$ cat src/rtl/irq_latch_pkg.sv
package irq_latch_pkg;

    // Per-line state, encoded as {request, last_seen}
    typedef enum logic [1:0] {
        LN_QUIET   = 2'b00,
        LN_HELD    = 2'b01,
        LN_PEND_LO = 2'b10,
        LN_PEND_HI = 2'b11
    } line_state_e;

    typedef enum logic [1:0] {
        ST_NONE   = 2'd0,
        ST_NEW    = 2'd1,
        ST_MASKED = 2'd2
    } line_status_e;

    localparam int STATUS_W = 2;

endpackage

$ cat src/rtl/irq_trig_reg.sv
module irq_trig_reg #(
    parameter int                  N_LINES    = 8,
    parameter logic [N_LINES-1:0]  TRIG_WMASK = 8'hF8
) (
    input  logic               clk,
    input  logic               rst,
    input  logic               wr_en,
    input  logic [N_LINES-1:0] wr_data,
    output logic [N_LINES-1:0] mode_q
);

    // A bit is writable only where the mask allows level mode.
    logic [N_LINES-1:0] mode_d;

    always_comb begin
        mode_d = mode_q;
        if (wr_en) begin
            mode_d = wr_data & TRIG_WMASK;
        end
    end

    always_ff @(posedge clk) begin
        if (rst) begin
            mode_q <= '0;
        end else begin
            mode_q <= mode_d;
        end
    end

endmodule

$ cat src/rtl/irq_line_cell.sv
module irq_line_cell
    import irq_latch_pkg::*;
(
    input  logic                clk,
    input  logic                rst,
    input  logic                samp,
    input  logic                lvl_mode,
    input  logic                ack,
    input  logic                masked,
    output logic                req,
    output logic [STATUS_W-1:0] status
);

    line_state_e state_q;
    line_state_e state_d;
    line_status_e status_d;
    logic        req_next;

    // Next-state decision
    always_comb begin
        state_d = state_q;
        if (lvl_mode) begin
            state_d = samp ? LN_PEND_HI : LN_QUIET;
        end else begin
            unique case (state_q)
                LN_QUIET:   state_d = samp ? LN_PEND_HI : LN_QUIET;
                LN_HELD:    state_d = samp ? LN_HELD    : LN_QUIET;
                LN_PEND_LO: begin
                    if (samp)      state_d = LN_PEND_HI;
                    else if (ack)  state_d = LN_QUIET;
                    else           state_d = LN_PEND_LO;
                end
                LN_PEND_HI: begin
                    if (ack)       state_d = samp ? LN_HELD : LN_QUIET;
                    else           state_d = samp ? LN_PEND_HI : LN_PEND_LO;
                end
                default:           state_d = LN_QUIET;
            endcase
        end
    end

    // State register
    always_ff @(posedge clk) begin
        if (rst) begin
            state_q <= LN_QUIET;
        end else begin
            state_q <= state_d;
        end
    end

    // Output decisions
    assign req_next = state_d[1];

    always_comb begin
        if (masked) begin
            status_d = ST_MASKED;
        end else if (req_next && !state_q[1]) begin
            status_d = ST_NEW;
        end else begin
            status_d = ST_NONE;
        end
    end

    always_ff @(posedge clk) begin
        if (rst) begin
            status <= ST_NONE;
        end else begin
            status <= status_d;
        end
    end

    assign req = state_q[1];

endmodule

$ cat src/rtl/irq_req_latch.sv
module irq_req_latch
    import irq_latch_pkg::*;
#(
    parameter int                  N_LINES    = 8,
    parameter logic [N_LINES-1:0]  TRIG_WMASK = 8'hF8
) (
    input  logic                          clk,
    input  logic                          rst,
    input  logic [N_LINES-1:0]            line_in,
    input  logic [N_LINES-1:0]            mask_in,
    input  logic [N_LINES-1:0]            ack_clr,
    input  logic                          trig_we,
    input  logic [N_LINES-1:0]            trig_wdata,
    output logic [N_LINES-1:0]            req_out,
    output logic [STATUS_W*N_LINES-1:0]   status_out
);

    localparam int STW = STATUS_W * N_LINES;

    logic [N_LINES-1:0] trig_q;
    logic [STW-1:0]     status_w;

    irq_trig_reg #(
        .N_LINES    (N_LINES),
        .TRIG_WMASK (TRIG_WMASK)
    ) u_trig (
        .clk     (clk),
        .rst     (rst),
        .wr_en   (trig_we),
        .wr_data (trig_wdata),
        .mode_q  (trig_q)
    );

    for (genvar gi = 0; gi < N_LINES; gi++) begin : g_line
        irq_line_cell u_cell (
            .clk      (clk),
            .rst      (rst),
            .samp     (line_in[gi]),
            .lvl_mode (trig_q[gi]),
            .ack      (ack_clr[gi]),
            .masked   (mask_in[gi]),
            .req      (req_out[gi]),
            .status   (status_w[STATUS_W*gi +: STATUS_W])
        );
    end

    assign status_out = status_w;

endmodule

$ cat config.mk
export PLATFORM = sky130hd
export DESIGN_NAME = irq_req_latch
export DESIGN_NICKNAME = d
export VERILOG_FILES = /design/src/rtl/irq_latch_pkg.sv /design/src/rtl/irq_trig_reg.sv /design/src/rtl/irq_line_cell.sv /design/src/rtl/irq_req_latch.sv
export SDC_FILE = /design/constraint.sdc
export NUM_CORES = 1
export LEC_CHECK = 0
export ABC_AREA = 0
export BUFFER_PORTS_ARGS = -buffer_cell sky130_fd_sc_hd__buf_4
export CAP_MARGIN = 10
export CORE_MARGIN = 1.5
export CORE_UTILIZATION = 44
export CTS_CLUSTER_DIAMETER = 120
export DETAILED_ROUTE_END_ITERATION = 7
export PLACE_DENSITY = 0.75
export SYNTH_ARGS = -nofsm -noshare
export SYNTH_HDL_FRONTEND = slang
export SYNTH_SLANG_ARGS = --single-unit
$ cat constraint.sdc
create_clock -name clk -period 1.35 [get_ports clk]
set_input_delay 0.135 -clock clk [delete_from_list [all_inputs] [get_ports clk]]
set_output_delay 0.135 -clock clk [all_outputs]
set_load 0.005 [all_outputs]
## Word-level counts from Yosys, hierarchy flattened

Index checks and enable logic that the tools add are counted.

- Register bits: 37
- Bits of input ports: 35
- Output and inout port bits: 24
- Word-level logic and storage cells: 158

- Equal/unequal tests: 24
- Muxes and demuxes: 77
- Reductions and logical operators: 32

Operator list:

| kind | count |
|---|---|
| two-way mux 2 bit | 45 |
| case mux 2 bit (4 select lines) | 8 |
| equality test 2 bit (second input constant) | 16 |
| two-way mux 1 bit | 24 |
| equality test 2 x 1 -> 1 bit (second input constant) | 8 |
| logical NOT 2 bit | 8 |
| OR reduction 2 bit | 8 |
| logical AND 1 bit | 8 |
| logical NOT 1 bit | 8 |

## Logic depth before layout (Yosys ltp)

Gate-level depths: netlist of the first run.

- Word-level depth: 7
- Mapped depth: 3
- Mapped depth without buffers: 2

## By module

Synthesis of the first run repeated with hierarchy kept, for this count alone.

- Cell total of the unflattened synthesis: 108
- Area, all modules: 1,227.4 sq um

By module, submodules not included:

| module | instances | cells an instance | area an instance (sq um) | seq. area each (sq um) |
|---|---|---|---|---|
| irq_line_cell | 8 | 11 | 127.6 | 80.1 |
| irq_trig_reg | 1 | 20 | 206.4 | 100.1 |

## Worst setup path after synthesis of the first run

OpenSTA, ideal clock, no wires.

- Path kind: flip-flop to flip-flop
- Start: register u_trig.mode_q[3]
- End: register g_line[3].u_cell.state_q[1]
- Setup time: 0.067 ns
- Data arrival time: 0.874 ns
- Data required time: 1.283 ns
- Slack: 0.409 ns
- Cell stages (with the launch flop): 3
- Buffers on the path: 0
- Period minus slack after synthesis: 0.941 ns
- Path through: dfxtp_1 or4b_4 o21ai_2

- Word-level cells in the longest chain between the ends: 1

RTL lines:

| item | RTL line | source |
|---|---|---|
| from (decl) | irq_trig_reg.sv:9 | `output logic [N_LINES-1:0] mode_q` |
| from (signal assigned) | irq_trig_reg.sv:26 | `mode_q <= mode_d;` |
| two-way mux 2 bit | irq_line_cell.sv:22 | `if (lvl_mode) begin` |
| to (signal assigned) | irq_line_cell.sv:47 | `state_q <= state_d;` |
| to (decl) | irq_line_cell.sv:14 | `line_state_e state_q;` |

Every way passes these cells.
A chain may end at the register's enable or synchronous reset.

## Worst setup path in the final report of the first run

- Start: register u_trig.mode_q[7]
- End: register g_line[7].u_cell.state_q[1]

- Word-level cells in the longest chain between the ends: 1

RTL lines:

| item | RTL line |
|---|---|
| two-way mux 2 bit | irq_line_cell.sv:22 |
| to (signal assigned) | irq_line_cell.sv:47 |
| to (decl) | irq_line_cell.sv:14 |

Every way passes these cells.

==> results of run 1 <==
## area by class of cell
type | instances | area, um2
timing repair buffer | 63 | 493
multi-input combinational | 58 | 413
fill | 230 | 975
inverter | 5 | 18.8
clock buffer | 7 | 55.1
sequential | 37 | 741
tap | 31 | 38.8
## stage by stage
step	total power [W]	std cells
CTS	0.00202	201
global route	0.00210	201
finish	0.00199	201
floorplan	0.00132	112
detailed placement	0.00144	186
global placement	0.00143	186
## registers in the layout, indices dropped and copies added, names as in the netlist
signal / cells
u_trig.mode_q: 5
g_line.u_cell.status: 16
g_line.u_cell.state_q: 16
## kinds of logic after synthesis
family	count (synthesis)	share of synthesized area (%)
AND/OR/NAND/NOR	45	24.5
buffers and inverters	17	8.08
flip-flops	37	59.0
multiplexers	5	3.99
AO/OA/AOI/OAI	8	4.39
## how the worst min path moves through the flow
stage          startpoint  slack [ps]                     endpoint  depth (start not counted)
2_1_floorplan  mask_in[2]         210   g_line[2].u_cell.status[0]                          1
3_3_place_gp   mask_in[2]         310   g_line[2].u_cell.status[0]                          2
3_5_place_dp   mask_in[1]         310   g_line[1].u_cell.status[0]                          2
4_1_cts        line_in[5]          30  g_line[5].u_cell.state_q[0]                          3
5_1_grt        line_in[2]          20  g_line[2].u_cell.state_q[0]                          2
6_report       line_in[5]          40  g_line[5].u_cell.state_q[0]                          3
## worst min-delay path: stages
cell and delay (ps):
buf_4 80, nand2b_1 70, inv_1 50
## layout by cell type, fill, tap and decap left out
master	Yosys	final
nor4b_1	2	2
buf_4	8	55
a21oi_1	3	3
clkbuf_4	0	5
o21ai_2	4	4
inv_1	5	5
nor2_1	5	5
o21ai_0	1	1
or4b_1	1	1
clkbuf_1	3	1
nand2b_1	11	11
nor2b_1	16	16
dfxtp_1	37	37
clkbuf_8	0	1
dlygate4sd3_1	0	8
nor4_1	6	6
mux2i_1	5	5
or4b_4	4	4
## power breakdown
part	switching [W]	internal, W	total, W
logic	0.0000844	0.000164	0.000248
registers	0.0000287	0.00115	0.00118
clock network	0.000315	0.000246	0.000561
total	0.000428	0.00156	0.00199
## layer usage
metal	global-route usage, %	routed length (um)	up-vias	part of all wire, %
li1	-	-	479	-
met1	17.8	949	403	42
met3	7.60	201	6	8.8
met5	0	0	-	0
met4	6.12	38	0	1.7
met2	27.2	1090	42	48
==> results.md, run 1 <==
- Outcome: finished, final reports clean
- # hold bufs at CTS: 8
- Dpl hpwl: approximately 1600 um
- Count leader, synth: dfxtp_1
- Startpoint Class: register
- Post-route cell area: 1760 um2
- IO Count: between 50 and 60
- Max Cap Viol: 0
- Crit path kind: reg -> reg
- Launching point of the worst reg2reg path: u_trig.mode_q[7]
- Die width: 56.4 um
- Full die area: between 3000 and 4000 um2
- Worst slew pin tran: 283 ps
- Setup TNS: 0 ps
- CTS tree: built
- CP Launch Point: u_trig.mode_q[7]
- CP Capture Type: register
- Router iterations before antenna repair: 3
- Crit path DAT: 1270 ps
- Utilization after layout: 64.3%
- Root buffer cell: clkbuf_4
- Synth Instances: about 110
- Core area: 2730 um2
- Clk_lat worst skew: 320 ps
- R2R Path End: g_line[7].u_cell.state_q[1]
- CP Data Required Time: 1620 ps
- Initial antenna violation count: 0
- Violation count after the first detailed-route iteration: 13
- Min Hold Slack: 35.4 ps
- Number of synthesized flops with an enable pin: 0
- Async set-reset flop share out of synthesis: 0%
- Maximum vdd drop: 0.000876 V
- Placed cell area: 1620 um2
- Pwr/cell area: roughly 1100 nW/um2
- Synth area leaders: dfxtp_1, nor2b_1, nand2b_1
- Seq/Total Area, Yosys: 59.0%
- FMAX: 997 MHz
- Initial Utilization: a little under half
- Setup repair bufs after CTS: 0
- Die height: 56.4 um
- Layout cell share with drive strength beyond 1: slightly above 40%
- Avg Inst Size Synth: 11.2 um2
- # rows: 19
- Synth area leader: dfxtp_1
- CTS Sinks: 37
- Gr ovfl total: 0
- Hold Violations, Final: 0
- Synth cell types: 16
- CTS Buf Count: 5
- GPL Wtd Cong: 0.723
- Cell family with the largest share of critical-path delay: simple AND/OR/NAND/NOR gates
- Largest net degree at the start of global routing: 31
- Max Root-Sink Buffers: 2
- Total track usage: between 10% and 20%
- Yosys top cell area share: 59.0%
- Worst Setup EP: g_line[7].u_cell.state_q[1]
- Max-slew violations: 0
- Hold Path Class: in -> reg
- Synthesized area: 1250 um2
- Routed len/inst: 11.4 um
- Max-slew headroom: 80.9%
- Worst path max stage delay: 540 ps
- Worst Path Buf+Inv: 0
- Detailed-route via count: 930
- Post-Place Worst Slack: 319 ps
- Final net count: 205
- Clock Skews: 2.93 ps
- Synth warnings: 0
- Leakage dissipation: 0.828 nW
- Final setup violation count: 0
- Post-layout min period: ~1000 ps
- Cts repair resizes: 0
- First-pass GRT wire length: 3900 um
- Commonest cells in the netlist: dfxtp_1, nor2b_1, nand2b_1
- # DRC: 0
- Diode count: 0
- CTS H-tree depth: 2
- CP Cell Sequence: or4b_4 -> o21ai_2
- RSZ-0062 raised after global routing: false
- Vias/cell: 4.63
- Clk slew on worst S/H paths: 100 ps
- Layout overhead on the synthesized area: 40.2%
- Vias in the first global route: 921
- Port bufs: 55
- Seq cells post-synth: 37
- Synthesized Nets: 147
- Antenna viol nets, final: 0
- Flop-to-flop setup slack: 350 ps
- Worst setup margin: between 300 and 400 ps
- Total Wirelength: 2280 um
- Slowest-stage cell, CP: or4b_4
- Length in cells of the worst reg-to-reg path: 2
- Ys flop type: dfxtp_1
- Final critical-path share of the clock period: 74.3%
- Crit-path max FO: 3
- CP Depth: 2
(Power assumes the default switching activity.)
==> run 2: changes to the inputs <==
==> constraint.sdc (replaced) <==
create_clock -name clk -period 1 [get_ports clk]
set_input_delay 0.1 -clock clk [delete_from_list [all_inputs] [get_ports clk]]
set_output_delay 0.1 -clock clk [all_outputs]
set_load 0.005 [all_outputs]
==> run 2 against run 1 <==
Clock power grew 85%. First-iteration DRC count rose by 85%. Critical path depth unchanged. Flip-flop and latch count unchanged. Register-to-register slack got worse by 320 ps. Setup slack worse by 320 ps. Critical path type unchanged. Critical endpoint is now g_line[6].u_cell.state_q[1].
==> results.md, run 2 (synthesis results as in run 1) <==
- Crit path DAT: between 1000 and 1500 ps
- Clk slew on worst S/H paths: 100 ps
- Pwr/cell area: between 1500 and 2000 nW/um2
- Layout cell share with drive strength beyond 1: ~45%
- Utilization after layout: 67.7%
- Max Cap Viol: 0
- CP Capture Type: register
- Vias/cell: 4.64
- # DRC: 0
- GPL Wtd Cong: slightly below 0.7
- Hold Violations, Final: 0
- Routed len/inst: around 12 um
- Launching point of the worst reg2reg path: g_line[6].u_cell.state_q[1]
- Max-slew violations: 0
- Initial antenna violation count: 0
- Die width: 56.4 um
- Final critical-path share of the clock period: 97.4%
- FMAX: around 1000 MHz
- Reg area: between 700 and 800 um2
- Worst hold endpoint: u_trig.mode_q[6]
- Total track usage: 17.4%
- Post-layout min period: 974 ps
- Crit-path max FO: 3
- CP Launch Point: g_line[6].u_cell.state_q[1]
- Biggest regs: g_line.u_cell.state_q (16), g_line.u_cell.status (16), u_trig.mode_q (5)
- Clk_lat worst skew: 330 ps
- Router iterations before antenna repair: 4
- Initial Utilization: 45.9%
- Die height: 56.4 um
- Layout overhead on the synthesized area: 47.5%
- First-pass GRT wire length: 4170 um
- IO Count: 59
- Met2 WL post-DR: about 1300 um
- Placed cell area: 1640 um2
- Startpoint Class: register
- Length in cells of the worst reg-to-reg path: 2
- Detailed-route via count: 966
- Worst slew pin tran: 305 ps
- Fill count: 228
- Core area: 2730 um2
- Root buffer cell: clkbuf_4
- Leakage dissipation: 0.872 nW
- # rows: 19
- Hold path depth: 3
- Commonest non-fill, non-tap cell in the layout: buf_4
- Diode count: 0
- Hold Path Class: in -> reg
- Post-route cell area: 1850 um2
- Metal3 WL: 184 um
- Clock Skews: 6.47 ps
- Full die area: 3180 um2
- Flop-to-flop setup slack: 30 ps
- Area of the multi-input gates: about 410 um2
- Maximum vdd drop: 0.00141 V
- CTS Buf Count: 5
- CTS H-tree depth: 2
- Vias in the first global route: 992
- Crit path kind: reg -> reg
- Total Wirelength: 2510 um
- Max layer used: met4
- Antenna viol nets, final: 0
- Max-slew headroom: 79.4%
- Final net count: 211
- Commonest cells after routing, fill and taps aside: buf_4, dfxtp_1, nor2b_1
- Max Root-Sink Buffers: 2
- Final setup violation count: 0
- Violation count after the first detailed-route iteration: 24
- Min-delay src: trig_wdata[6]
- Largest net degree at the start of global routing: 18
- Gr ovfl total: 0
- CTS tree: built
- CP Data Required Time: between 1000 and 1500 ps
- RSZ-0062 raised after global routing: false
- Outcome: finished, final reports clean
- Port bufs: 55
- CTS Sinks: 37
- Dpl hpwl: between 1500 and 2000 um
- R2R Path End: g_line[6].u_cell.state_q[1]
- Wl on met1: 953 um
## run 2: cell types whose count changed in the layout (fill, tap and decap cells not counted), sizes merged
cell,before,now
dlygate4sd3,8,11
bufinv,0,1
buf,55,58
## run 2: report_power, final
part / switching [W] / internal (W) / leakage (nW)
logic: 0.000123 / 0.000237 / 0.518
clock network: 0.000446 / 0.000597 / 0.0455
registers: 0.0000389 / 0.00156 / 0.309
## run 2: metrics by stage
step                      setup slack, ps  setup TNS [ps]  std cells  power, W  hold WS [ps]
after global placement               43.6               0        188   0.00194           272
after global routing                 1.21               0        208   0.00315          8.40
after detailed placement            -49.6           -49.6        188   0.00195           276
final                                25.9               0        208   0.00300          11.4
after floorplan                      58.7               0        112   0.00178           177
after CTS                           0.735               0        208   0.00304         0.668
## run 2: layout make-up
cell class / count / area share, %
Clock buffer: 7 / 2.97
Multi-Input combinational cell: 58 / 22.3
Inverter: 5 / 1.01
Sequential cell: 37 / 40.5
Clock inverter: 1 / 1.62
Tap cell: 31 / 2.10
Timing Repair Buffer: 69 / 29.5
## run 2: what timing repair did
action	in CTS	in global routing
pin swaps	1	4
setup buffers	1	0
resized for setup	4	4
endpoints found under the hold margin	18	0
endpoints found under the setup margin	4	4
hold buffers	11	0
## run 2: routing by layer
| layer | vias to the layer above | track usage [%] |
|---|---|---|
| li1 | 489 | - |
| met1 | 430 | 17.2 |
| met2 | 42 | 31.6 |
| met3 | 5 | 6.22 |
| met4 | 0 | 9.18 |
| met5 | - | 0 |
## run 2: how the worst max path moves through the flow
stage,to,slack [ps],depth (start not counted)
after floorplan,g_line[3].u_cell.state_q[1],60,2
after global placement,g_line[7].u_cell.state_q[1],40,2
after detailed placement,g_line[1].u_cell.status[0],-50,4
after global routing,g_line[6].u_cell.state_q[1],1,2
after CTS,g_line[5].u_cell.state_q[1],0.7,2
final,g_line[6].u_cell.state_q[1],30,2
## run 2: worst max-delay path, stage by stage, from the launching register on
cell	delay, ps
dfxtp_1	370
or4b_4	470
o21ai_2	70
==> run 3: changes to the inputs <==
--- a/config.mk
+++ b/config.mk
@@ -8,6 +8,7 @@
 export ABC_AREA = 0
 export BUFFER_PORTS_ARGS = -buffer_cell sky130_fd_sc_hd__buf_4
 export CAP_MARGIN = 10
+export CORE_ASPECT_RATIO = 0.6
 export CORE_MARGIN = 1.5
 export CORE_UTILIZATION = 44
 export CTS_CLUSTER_DIAMETER = 120
@@ -16,3 +17,4 @@
 export SYNTH_ARGS = -nofsm -noshare
 export SYNTH_HDL_FRONTEND = slang
 export SYNTH_SLANG_ARGS = --single-unit
+export TNS_END_PERCENT = 1
==> constraint.sdc (replaced) <==
create_clock -name clk -period 1 [get_ports clk]
set_input_delay 0.05 -clock clk [delete_from_list [all_inputs] [get_ports clk]]
set_output_delay 0.05 -clock clk [all_outputs]
set_load 0.005 [all_outputs]
==> run 3 against run 2 <==
Die area grew 0.34%. Combinational power about the same. Core utilization is 5.5 points higher. Critical path depth did not move. Cell area increased by 3.2%. Hold slack worse by 6.8 ps. Sequential share of layout area is 1.3 points lower. Clock skew increased by 0.87 ps. Critical path type unchanged.
==> results.md, run 3 (synthesis results as in run 1) <==
- Length in cells of the worst reg-to-reg path: 2
- Dpl hpwl: 1760 um
- Vias in the first global route: 925
- Comb pwr share: 10.4%
- Hold path depth: 3
- RSZ-0062 raised after global routing: false
- Initial antenna violation count: 0
- Layout overhead on the synthesized area: 52.2%
- Final setup violation count: 0
- Final net count: 212
- Crit path kind: reg -> reg
- Pwr/cell area: 1820 nW/um2
- Full die area: 3190 um2
- Antenna viol nets, final: 0
- Gr ovfl total: 0
- Die height: 44.4 um
- Port bufs: 55
- Post-route cell area: 1910 um2
- Biggest regs: g_line.u_cell.state_q (16), g_line.u_cell.status (16), u_trig.mode_q (5)
- Launching point of the worst reg2reg path: u_trig.mode_q[7]
- GPL Wtd Cong: 0.727
- CTS tree: built
- Core area: 2610 um2
- Clock share of power: 43.5%
- Leakage dissipation: 0.899 nW
- Initial Utilization: between 40 and 50%
- Root buffer cell: clkbuf_8
- Router iterations before antenna repair: 4
- Clk slew on worst S/H paths: approximately 80 ps
- Total track usage: 17.1%
- Worst hold endpoint: g_line[6].u_cell.state_q[0]
- Design Power: 0.00347 W
- Crit path DAT: 1210 ps
- Commonest non-fill, non-tap cell in the layout: buf_4
- CP Capture Type: register
- Max Cap Viol: 0
- Crit-path max FO: 3
- Power share of the sequential group: 46.1%
- Setup TNS: 0 ps
- CP Data Required Time: roughly 1200 ps
- Hold Path Class: in -> reg
- # rows: 14
- Worst slew pin tran: 297 ps
- Utilization after layout: between 70% and 80%
- Hold Violations, Final: 0
- Violation count after the first detailed-route iteration: 28
- Clk_lat worst skew: between 200 and 300 ps
- Total Wirelength: around 2500 um
- Detailed-route via count: 963
- Routed len/inst: 12.0 um
- Psw: between 0.0006 and 0.0007 W
- Fill count: between 150 and 200
- Startpoint Class: register
- Switching Fraction: about a fifth
- Die width: 71.9 um
- IO Count: 59
- Placed cell area: 1650 um2
- Vias/cell: 4.59
- CTS H-tree depth: 2
- Min-delay src: line_in[6]
- Maximum vdd drop: 0.000842 V
- Commonest cells after routing, fill and taps aside: buf_4, dfxtp_1, nor2b_1
- # DRC: 0
- Diode count: 0
- Max-slew headroom: 80.0%
- CP Launch Point: u_trig.mode_q[7]
- Final critical-path share of the clock period: 97.5%
- Flop-to-flop setup slack: 30 ps
- Outcome: finished, final reports clean
- Largest net degree at the start of global routing: 18
- Layout cell share with drive strength beyond 1: roughly 46%
- FMAX: 1030 MHz
- Post-layout min period: 975 ps
- R2R Path End: g_line[7].u_cell.state_q[1]
- CTS Buf Count: 5
- Cell-internal power: around 0.0028 W
- Clock Skews: 7.33 ps
- Max-slew violations: 0
- First-pass GRT wire length: 3970 um
- Setup repair bufs after CTS: 0
- Max Root-Sink Buffers: 2
- CTS Sinks: 37
## run 3: critical path: stages, from the launching register on
cell     delay [ps]
dfxtp_2         330
or4b_4          530
o21ai_2          70
## run 3: what timing repair did
item / in CTS / in global routing
hold buffers: 12 / 0
endpoints found under the setup margin: 0 / 5
resized for setup: 0 / 8
hold endpoints to repair: 20 / 0
## run 3: power by group through the flow
| stage | combinational, W | clock (W) | sequential, W |
|---|---|---|---|
| finish | 0.000362 | 0.00151 | 0.00160 |
| global route | 0.000393 | 0.00159 | 0.00161 |
| CTS | 0.000364 | 0.00153 | 0.00160 |
| detailed placement | 0.000324 | 0 | 0.00163 |
| global placement | 0.000318 | 0 | 0.00162 |
| floorplan | 0.000157 | 0 | 0.00162 |
## run 3: cell type report
| class | instances | area (um2) | area share, % |
|---|---|---|---|
| multi-input cells | 58 | 413 | 21.6 |
| clock buffers | 5 | 68.8 | 3.60 |
| clock inverters | 3 | 65.1 | 3.41 |
| inverters | 5 | 18.8 | 0.982 |
| repair buffers | 70 | 556 | 29.1 |
| well taps | 32 | 40.0 | 2.10 |
| flip-flops and latches | 37 | 749 | 39.2 |
## run 3: through the flow
| step | hold slack, ps | worst slack (ps) | std cells |
|---|---|---|---|
| after global placement | 222 | 42.0 | 190 |
| after floorplan | 127 | 58.7 | 112 |
| after global routing | 11.6 | 3.69 | 210 |
| after detailed placement | 225 | 20.4 | 190 |
| after CTS | 1.05 | 6.26 | 210 |
| final | 4.62 | 25.3 | 210 |
## run 3: how the worst max path moves through the flow
stage	endpoint	slack [ps]
detailed placement	g_line[3].u_cell.state_q[1]	20
finish	g_line[7].u_cell.state_q[1]	30
global route	g_line[5].u_cell.state_q[1]	4
floorplan	g_line[3].u_cell.state_q[1]	60
global placement	g_line[3].u_cell.state_q[1]	40
CTS	g_line[5].u_cell.state_q[1]	6
## run 3: routing by layer
layer	part of all wire [%]	wire length (um)	GRT usage, %
met1	48	1200	20.6
met2	43	1080	26.5
met3	8.2	206	7.29
met4	0.84	21	9.06
met5	0	0	0
